--- src/rtl/gp_pkg.sv ---
`timescale 1ns/1ps
package gp_pkg;
  localparam int XID_W  = 12;
  localparam int SIZE_W = 8;
  localparam int INFO_W = 4;
  localparam int TAG_W  = XID_W + SIZE_W + INFO_W;
  localparam int KIND_W = 4;

  typedef enum logic [KIND_W-1:0] {
    FH_IDLE = 4'h0,
    FH_FULL = 4'h5,
    FH_TAIL = 4'hA
  } frameKind_e;

  typedef struct packed {
    logic pop;
    logic sendFull;
    logic sendTail;
    logic sendIdle;
  } packCmd_t;
endpackage

--- src/rtl/gp_rec_build.sv ---
`timescale 1ns/1ps
module gp_rec_build
  import gp_pkg::*;
#(
  parameter int CHAN_W    = 5,
  parameter int MAX_CHANS = 32,
  localparam int CH_BITS  = MAX_CHANS * CHAN_W,
  localparam int REC_W    = TAG_W + CH_BITS,
  localparam int LEN_W    = $clog2(REC_W + 1)
) (
  input  logic [XID_W-1:0]  recXid,
  input  logic [SIZE_W-1:0] recSize,
  input  logic [INFO_W-1:0] recInfo,
  input  logic [CH_BITS-1:0] recChans,
  output logic [REC_W-1:0]  recBits,
  output logic [LEN_W-1:0]  recLen
);
  logic [CH_BITS-1:0] chanKeep;

  // slots past the count are forced to zero so they cannot leak into the stream
  for (genvar j = 0; j < MAX_CHANS; j++) begin : g_chan
    localparam int HI = (MAX_CHANS - j) * CHAN_W - 1;
    assign chanKeep[HI -: CHAN_W] =
      (recSize > SIZE_W'(j)) ? recChans[HI -: CHAN_W] : '0;
  end

  assign recBits = {recXid, recSize, recInfo, chanKeep};
  assign recLen  = LEN_W'(TAG_W) + LEN_W'(recSize) * LEN_W'(CHAN_W);
endmodule

--- src/rtl/gp_ctrl.sv ---
`timescale 1ns/1ps
module gp_ctrl
  import gp_pkg::*;
#(
  parameter int FRAME_W = 80,
  parameter int RES_W   = 264,
  parameter int LEN_W   = 8,
  localparam int FILL_W = $clog2(RES_W + 1),
  localparam int SUM_W  = FILL_W + 1
) (
  input  logic              clk,
  input  logic              rstN,
  input  logic              recValid,
  input  logic [LEN_W-1:0]  recLen,
  output packCmd_t          cmd,
  output logic [FILL_W-1:0] fillLvl
);
  logic [FILL_W-1:0] fillQ, fillNext;
  logic [SUM_W-1:0]  sumLen, combLen;

  always_comb begin
    cmd          = '0;
    sumLen       = SUM_W'(fillQ) + SUM_W'(recLen);
    cmd.pop      = recValid && (sumLen <= SUM_W'(RES_W));
    combLen      = cmd.pop ? sumLen : SUM_W'(fillQ);
    cmd.sendFull = combLen >= SUM_W'(FRAME_W);
    cmd.sendTail = !cmd.sendFull && !recValid && (fillQ != '0);
    cmd.sendIdle = !cmd.sendFull && !cmd.sendTail;
    if (cmd.sendFull)      fillNext = FILL_W'(combLen - SUM_W'(FRAME_W));
    else if (cmd.sendTail) fillNext = '0;
    else                   fillNext = FILL_W'(combLen);
  end

  always_ff @(posedge clk or negedge rstN) begin
    if (!rstN) fillQ <= '0;
    else       fillQ <= fillNext;
  end

  assign fillLvl = fillQ;
endmodule

--- src/rtl/gp_data.sv ---
`timescale 1ns/1ps
module gp_data
  import gp_pkg::*;
#(
  parameter int FRAME_W = 80,
  parameter int REC_W   = 184,
  parameter int RES_W   = FRAME_W + REC_W,
  localparam int FILL_W = $clog2(RES_W + 1)
) (
  input  logic              clk,
  input  logic              rstN,
  input  packCmd_t          cmd,
  input  logic [FILL_W-1:0] fillLvl,
  input  logic [REC_W-1:0]  recBits,
  output logic [KIND_W-1:0] frameHdr,
  output logic [FRAME_W-1:0] framePay
);
  function automatic logic [FRAME_W-1:0] mkIdle();
    logic [FRAME_W-1:0] v;
    for (int i = 0; i < FRAME_W; i++) v[i] = (i % 2) == 1;
    return v;
  endfunction

  localparam logic [FRAME_W-1:0] IDLE_PAT = mkIdle();

  logic [RES_W-1:0]   resQ, recWide, incoming, merged;
  logic [FRAME_W-1:0] topSlice, tailKeep, tailWord, payQ;
  frameKind_e         hdrQ;

  always_comb begin
    recWide  = {recBits, {(RES_W - REC_W){1'b0}}};
    incoming = cmd.pop ? (recWide >> fillLvl) : '0;
    merged   = resQ | incoming;
    topSlice = merged[RES_W-1 -: FRAME_W];
    tailKeep = ~({FRAME_W{1'b1}} >> fillLvl);
    tailWord = (topSlice & tailKeep) | (IDLE_PAT & ~tailKeep);
  end

  always_ff @(posedge clk or negedge rstN) begin
    if (!rstN) begin
      resQ <= '0;
      hdrQ <= FH_IDLE;
      payQ <= IDLE_PAT;
    end else if (cmd.sendFull) begin
      resQ <= merged << FRAME_W;
      hdrQ <= FH_FULL;
      payQ <= topSlice;
    end else if (cmd.sendTail) begin
      resQ <= '0;
      hdrQ <= FH_TAIL;
      payQ <= tailWord;
    end else if (cmd.sendIdle) begin
      resQ <= merged;
      hdrQ <= FH_IDLE;
      payQ <= IDLE_PAT;
    end
  end

  assign frameHdr = hdrQ;
  assign framePay = payQ;
endmodule

--- src/rtl/gapless_packer.sv ---
`timescale 1ns/1ps
module gapless_packer
  import gp_pkg::*;
#(
  parameter int FRAME_W   = 80,
  parameter int CHAN_W    = 5,
  parameter int MAX_CHANS = 32,
  localparam int CH_BITS  = MAX_CHANS * CHAN_W,
  localparam int REC_W    = TAG_W + CH_BITS,
  localparam int RES_W    = FRAME_W + REC_W,
  localparam int LEN_W    = $clog2(REC_W + 1),
  localparam int FILL_W   = $clog2(RES_W + 1)
) (
  input  logic               clk,
  input  logic               rstN,
  input  logic               recValid,
  input  logic [11:0]        recXid,
  input  logic [7:0]         recSize,
  input  logic [3:0]         recInfo,
  input  logic [CH_BITS-1:0] recChans,
  output logic               recPop,
  output logic [3:0]         frameHdr,
  output logic [FRAME_W-1:0] framePay
);
  logic [REC_W-1:0]  recBits;
  logic [LEN_W-1:0]  recLen;
  logic [FILL_W-1:0] fillLvl;
  packCmd_t          cmd;

  gp_rec_build #(.CHAN_W(CHAN_W), .MAX_CHANS(MAX_CHANS)) uBuild (
    .recXid(recXid), .recSize(recSize), .recInfo(recInfo), .recChans(recChans),
    .recBits(recBits), .recLen(recLen)
  );

  gp_ctrl #(.FRAME_W(FRAME_W), .RES_W(RES_W), .LEN_W(LEN_W)) uCtrl (
    .clk(clk), .rstN(rstN), .recValid(recValid), .recLen(recLen),
    .cmd(cmd), .fillLvl(fillLvl)
  );

  gp_data #(.FRAME_W(FRAME_W), .REC_W(REC_W), .RES_W(RES_W)) uData (
    .clk(clk), .rstN(rstN), .cmd(cmd), .fillLvl(fillLvl), .recBits(recBits),
    .frameHdr(frameHdr), .framePay(framePay)
  );

  assign recPop = cmd.pop;
endmodule

--- config.mk ---
export PLATFORM = sky130hd
export DESIGN_NAME = gapless_packer
export DESIGN_NICKNAME = d
export VERILOG_FILES = /design/src/rtl/gp_pkg.sv /design/src/rtl/gp_rec_build.sv /design/src/rtl/gp_ctrl.sv /design/src/rtl/gp_data.sv /design/src/rtl/gapless_packer.sv
export SDC_FILE = /design/constraint.sdc
export NUM_CORES = 2
export LEC_CHECK = 0
export ABC_CLOCK_PERIOD_IN_PS = 8650
export BUFFER_PORTS_ARGS = -buffer_cell sky130_fd_sc_hd__buf_2
export CAP_MARGIN = 30
export CELL_PAD_IN_SITES_DETAIL_PLACEMENT = 0
export CELL_PAD_IN_SITES_GLOBAL_PLACEMENT = 1
export CORE_MARGIN = 2
export CORE_UTILIZATION = 29
export CTS_CLUSTER_SIZE = 14
export DETAILED_ROUTE_END_ITERATION = 6
export GPL_TIMING_DRIVEN = 0
export MAX_ROUTING_LAYER = met4
export PLACE_DENSITY_LB_ADDON = 0.1
export SYNTH_ARGS = -nofsm -noshare
export SYNTH_HDL_FRONTEND = slang
export SYNTH_HIERARCHICAL = 1
export SYNTH_SLANG_ARGS = --single-unit
--- constraint.sdc ---
create_clock -name clk -period 8.65 [get_ports clk]
set_clock_uncertainty 0.05 [all_clocks]
set_input_delay 1.73 -clock clk [delete_from_list [all_inputs] [get_ports clk]]
set_output_delay 1.73 -clock clk [all_outputs]
set_load 0.01 [all_outputs]
; Yosys cells after proc, flatten, opt, wreduce, memory -nomap -nowiden
; Index checks and enable logic that the tools add are counted.
[classes]
n_reduce_logical = 9
n_div = 0
order_cmp = 34
multipliers = 1
n_addsub = 3
shifts = 2
n_eq_ne = 0
bitwise = 5
n_mux = 45
[op_table]
columns = cell, count
row1 = $mux 264, 4
row2 = $or 264x264->264, 1
row3 = $shr 264x9->264, 1
row4 = $mux 80, 3
row5 = $mux 5, 32
row6 = $not 80->80, 2
row7 = $gt 8x5->1 const B, 16
row8 = $and 80x80->80, 1
row9 = $or 80x80->80, 1
row10 = $shr 80x9->80 const A, 1
row11 = $gt 8x4->1 const B, 8
row12 = $gt 8x3->1 const B, 4
row13 = $mux 9, 2
row14 = $gt 8x1->1 const B, 2
row15 = $gt 8x2->1 const B, 2
row16 = $mux 4, 3
row17 = $add 9x8->10, 1
row18 = $ge 10x7->1 const B, 1
row19 = $le 10x9->1 const B, 1
row20 = $mux 10, 1
row21 = $reduce_bool 9->1, 1
row22 = $sub 9x7->9 const B, 1
row23 = $add 5x8->8 const A, 1
row24 = $mul 8x3->8 const B, 1
row25 = other kinds (3), 8
[totals]
in_bits = 187
output_inout_bits = 85
ram_bits = 0
latch_bits = 0
elab_cells = 103
mem_count = 0
mem_bits_ro = 0
ff_bits = 357

; Longest topological paths before layout
[depth]
depth_word = 15
mapped_depth = 33
ltp_nobuf = 28

; By module
; The synthesis kept the hierarchy.
[by_module_without_submodules]
columns = mod, seq_area_each_um2, cells_per_inst, area_per_inst_um2, instances
row1 = gp_data, 8708.4, 3434, 34175.3, 1
row2 = gp_rec_build, 0.0, 282, 1869.3, 1
row3 = gp_ctrl, 225.2, 152, 1301.2, 1

; Least setup slack after synthesis
; Ideal clock, no wire load.
[synth_timing]
path_type = input -> register
from = input port recSize[1]
to = register uData.payQ[19], in the netlist uData/framePay[19]
slack_ps = 703
setup_ps = 83
arrival_time_ps = 7813
t_required_ps = 8517
path_stages = 29
cell_sequence = clkbuf_1 buf_2 inv_1 fa_1 inv_1 ha_1 inv_1 fa_1 inv_1 ha_1 o21a_2 o21ba_1 a211oi_2 nand4_1 o21ai_2 nand2_2 a22o_1 ha_1 nand2_1 a221oi_1 a221o_1 a21oi_2 clkbuf_1 nor2_1 or2_2 a21oi_1 clkbuf_1 nor2_1 o32a_1
[synth_lines]
columns = element, line
row1 = from (decl), gapless_packer.sv:18  ; input logic [7:0] recSize,
row2 = to (signal assigned), gp_data.sv:47  ; payQ <= topSlice;
row3 = to (signal assigned), gp_data.sv:51  ; payQ <= tailWord;
row4 = to (decl), gp_data.sv:27  ; logic [FRAME_W-1:0] topSlice, tailKeep, tailWord, payQ;

; Worst setup path in the final report
[layout_timing]
from = input port recSize[4]
to = register uData.resQ[123]
[layout_via]
elab_chain_len = 13
[layout_rtl]
columns = element, line
row1 = $mul 8x3->8 *, gp_rec_build.sv:28  ; assign recLen = LEN_W'(TAG_W) + LEN_W'(recSize) * LEN_W'(CHAN_W);
row2 = $add 5x8->8 *, gp_rec_build.sv:28
row3 = via recLen[6], gapless_packer.sv:26  ; logic [LEN_W-1:0] recLen;
row4 = $add 9x8->10 *, gp_ctrl.sv:23  ; sumLen = SUM_W'(fillQ) + SUM_W'(recLen);
row5 = $le 10x9->1, gp_ctrl.sv:24  ; cmd.pop = recValid && (sumLen <= SUM_W'(RES_W));
row6 = $logic_and 1x1->1, gp_ctrl.sv:24
row7 = $mux 10, gp_ctrl.sv:25  ; combLen = cmd.pop ? sumLen : SUM_W'(fillQ);
row8 = $ge 10x7->1, gp_ctrl.sv:26  ; cmd.sendFull = combLen >= SUM_W'(FRAME_W);
row9 = $logic_not 1->1, "gp_ctrl.sv:27, gp_ctrl.sv:28"
row10 = $logic_and 1x1->1 (2 in series), gp_ctrl.sv:27  ; cmd.sendTail = !cmd.sendFull && !recValid && (fillQ != '0);
row11 = $logic_not 1->1, gp_ctrl.sv:28  ; cmd.sendIdle = !cmd.sendFull && !cmd.sendTail;
row12 = $logic_and 1x1->1, gp_ctrl.sv:28
row13 = $reduce_bool 3->1 (no source line), --
row14 = to (signal assigned), gp_data.sv:45  ; resQ <= merged << FRAME_W;
row15 = to (signal assigned), gp_data.sv:53  ; resQ <= merged;
row16 = to (decl), gp_data.sv:26  ; logic [RES_W-1:0] resQ, recWide, incoming, merged;
; Mark *: on every way through the listed nets, which the timed path passes. The rest lies on a longest branch. The select of a mux whose other input is x is not followed.
; A chain may end at the register's enable or synchronous reset.

==> metrics <==
post-route insts no fill roughly 6000; Avg Cell Area, Syn ~9.7 µm²; Initial Util 0.292; commonest cells after routing, fill and taps aside mux4_2 (384), nor2_1 (347), buf_2 (327); cells after synthesis 3868; vias per cell 7.16; crit-path cells buf_2, clkbuf_4, clkinvlp_4, fa_1, inv_1, ha_1, inv_1, fa_1, xnor2_1, ha_1, o21a_2, o21ai_2, a22oi_4, xor2_4, o21ai_2, nand2_2, clkinvlp_4, and3b_1, nand2_1, clkbuf_1, clkbuf_1, nor2_1, nor4_1, o221ai_1; CP delay by family, top buffers and inverters; floorplan core area 0.128 mm²; DR pass1 iterations 7; WP data required 9.04 ns; Seq cells post-synth 355; Crit-path slowest cell nor4_1; fillers 13400; first-pass GRT wire length around 420 mm; Top FF cell, synth dfrtp_1; post-place setup slack -2.20 ns; layout cell share with drive strength beyond 1 0.327; EDFF count, synth 0; Max Cap Viol 0; clk buf depth 3; top cells by area, synth mux4_2 (23%), dfrtp_1 (21%), mux2_2 (6.1%), mux2i_1 (5.2%), a21oi_1 (3.7%); most common cell after layout, fill and taps aside mux4_2; total global-route track usage 0.498; CTS tree built; Final min period 8.58 ns; vias in the first global route 40800; WS Path Type input port to flop; WL final between 300 and 400 mm; clk root buf clkbuf_16; setup ws final 0.0672 ns; Die Span X 363 µm; Reg clk slew, reported paths 0.07 ns; CP bufs+invs 8; 1st-iter DRT viols a little over 7000; clk_lat worst skew 0.64 ns; CTS Hold Bufs 0; crit-path max cell delay 0.89 ns; DRC 16; CP Capture Type flop; clock sink count 355; Slew @ Worst Pin 1.32 ns; Num CTS Buffers between 40 and 50; die footprint 0.132 mm²; Slew Limit Fails 0; Boundary Pins 272; failing checks design-rule violations; fmax between 100 and 150 MHz; share of the synthesized area in the top cell type 0.232; final hold vios 0; initial antenna violation count 28; IO buf count 255; CP max FO 10; DRT antenna net count 0; crit start category input port; fin crit share 0.992; Mapped Area 0.0373 mm²; dpl hpwl roughly 270 mm; Layout area overhead 21.6%; max_slew headroom 0.121; chip height ~360 µm; Setup-failing EPs final 0; Hold Path Class flop to flop; Routed WL per cell about 53 µm; Placed Cells between 5000 and 6000; sequential fraction of the synthesis area 0.239; largest net degree at the start of global routing 103; grt total ovfl 0; Via Count approximately 44000; htree depth 2; Post-Syn Nets slightly above 4000; yosys warns 6; Rows between 100 and 150; Synth cell types ~110; Final nets ~4600; post-synth top area cell mux4_2; GPL Wtd Cong 1.10; status finished, violations left; RSZ-0062 raised after global routing true; arrival time of the worst setup path 8.97 ns; ys async rst share 1.00
-- per-layer routing --
metal	global-route usage	up-vias	share of wire
met5	-	-	0
met4	0.465	0	0.12
met3	0.146	1310	0.11
met2	0.688	3938	0.41
met1	0.576	22100	0.37
li1	-	16200	-
-- flip-flops by register name, indices dropped and copies added, names as in the netlist --
| register | flops |
|---|---|
| uData/framePay | 80 |
| uData/frameHdr | 2 |
| uCtrl/fillLvl | 9 |
| uData/resQ | 264 |
-- cells in the mapped netlist, types with 14 or more instances --
| library cell | number |
|---|---|
| o21ai_0 | 272 |
| o21bai_1 | 22 |
| o31ai_1 | 15 |
| a221oi_1 | 42 |
| buf_1 | 49 |
| a22oi_1 | 70 |
| o2bb2ai_1 | 18 |
| nor3_1 | 55 |
| mux2_2 | 202 |
| nor2b_1 | 38 |
| o211ai_1 | 44 |
| o211a_1 | 14 |
| o221ai_1 | 38 |
| a2111oi_0 | 14 |
| nand3_1 | 52 |
| a221o_1 | 26 |
| and2_1 | 133 |
| a211oi_1 | 37 |
| nand2_1 | 259 |
| inv_1 | 55 |
| o21a_1 | 33 |
| a22o_1 | 31 |
| a31oi_1 | 42 |
| ha_1 | 20 |
| mux4_2 | 384 |
| o22a_1 | 15 |
| clkbuf_1 | 231 |
| dfstp_2 | 40 |
| buf_4 | 34 |
| buf_6 | 14 |
| dfrtp_1 | 315 |
| nand2b_1 | 19 |
| nor2_1 | 363 |
| buf_2 | 60 |
| a21oi_1 | 273 |
| mux2i_1 | 193 |
| o22ai_1 | 73 |
-- worst register-to-register path, stage by stage, from the launching register on --
cell and delay (ns):
dfrtp_1 0.45, buf_2 0.23, inv_1 0.09, buf_4 0.28
buf_2 0.48, buf_2 0.56, buf_2 0.51, clkbuf_2 0.86
mux2i_1 0.40, mux2i_1 0.43, mux2i_1 0.73, nor2_1 0.09
nor4_1 0.94, o221ai_1 0.26
-- path summary, 6_finish.rpt --
| check | to | slack (ns) | cells past startpoint | from |
|---|---|---|---|---|
| max in group asynchronous | uData/resQ[38] | 5.82 | 3 | rstN |
| min in group asynchronous | uData/resQ[211] | 1.01 | 1 | rstN |
| min reg2reg | uData/framePay[16] | 0.41 | 2 | uData/framePay[16] |
| max | uData/resQ[123] | 0.07 | 24 | recSize[4] |
| min | uData/framePay[16] | 0.41 | 2 | uData/framePay[16] |
| max reg2reg | uData/resQ[127] | 2.10 | 13 | uCtrl/fillLvl[2] |
-- per-stage QoR --
step                      hold WS, ns  utilization  setup TNS [ns]  area, µm²
after floorplan                 0.390            -               0      37300
after detailed placement        0.403        0.340         -534.02      43400
after global placement          0.402        0.319        -1801.49      40700
after global routing            0.445        0.356          -0.127      45400
final                           0.411        0.356               0      45400
after CTS                       0.416        0.353               0      45000
-- what timing repair did --
| action | CTS | global route |
|---|---|---|
| buffers inserted | 3 | 8 |
| endpoints found under the hold margin | 0 | 0 |
| pin swaps | 1 | 5 |
| gates resized for setup | 80 | 92 |
| endpoints found under the setup margin | 345 | 319 |
-- kinds of logic (layout without fill, tap and decap cells) --
| family | count (synthesis) | in the layout | synth area share |
|---|---|---|---|
| AOI/OAI and AO/OA | 1234 | 1234 | 0.223 |
| and+or+nand+nor | 1019 | 1019 | 0.129 |
| muxes | 779 | 779 | 0.344 |
| buffers and inverters | 445 | 975 | 0.0530 |
| DFF | 355 | 355 | 0.239 |
| adders and majority gates | 24 | 24 | 0.00884 |
| xor gates and xnor gates | 12 | 12 | 0.00332 |
| other | 0 | 27 | 0 |
-- layout make-up --
type / instances / area, µm² / share of cell area
Multi-Input combinational cell: 3068 / 26700 / 0.588
Sequential cell: 355 / 8930 / 0.197
Timing Repair Buffer: 462 / 4040 / 0.0889
Tap cell: 1662 / 2080 / 0.0458
Buffer: 381 / 1900 / 0.0418
Clock buffer: 59 / 1220 / 0.0268
Clock inverter: 16 / 239 / 0.00526
Inverter: 57 / 221 / 0.00488
Antenna cell: 27 / 67.6 / 0.00149
Power is not shown: default switching activity piles up to over one toggle a cycle in this logic, so the estimate is an artifact.
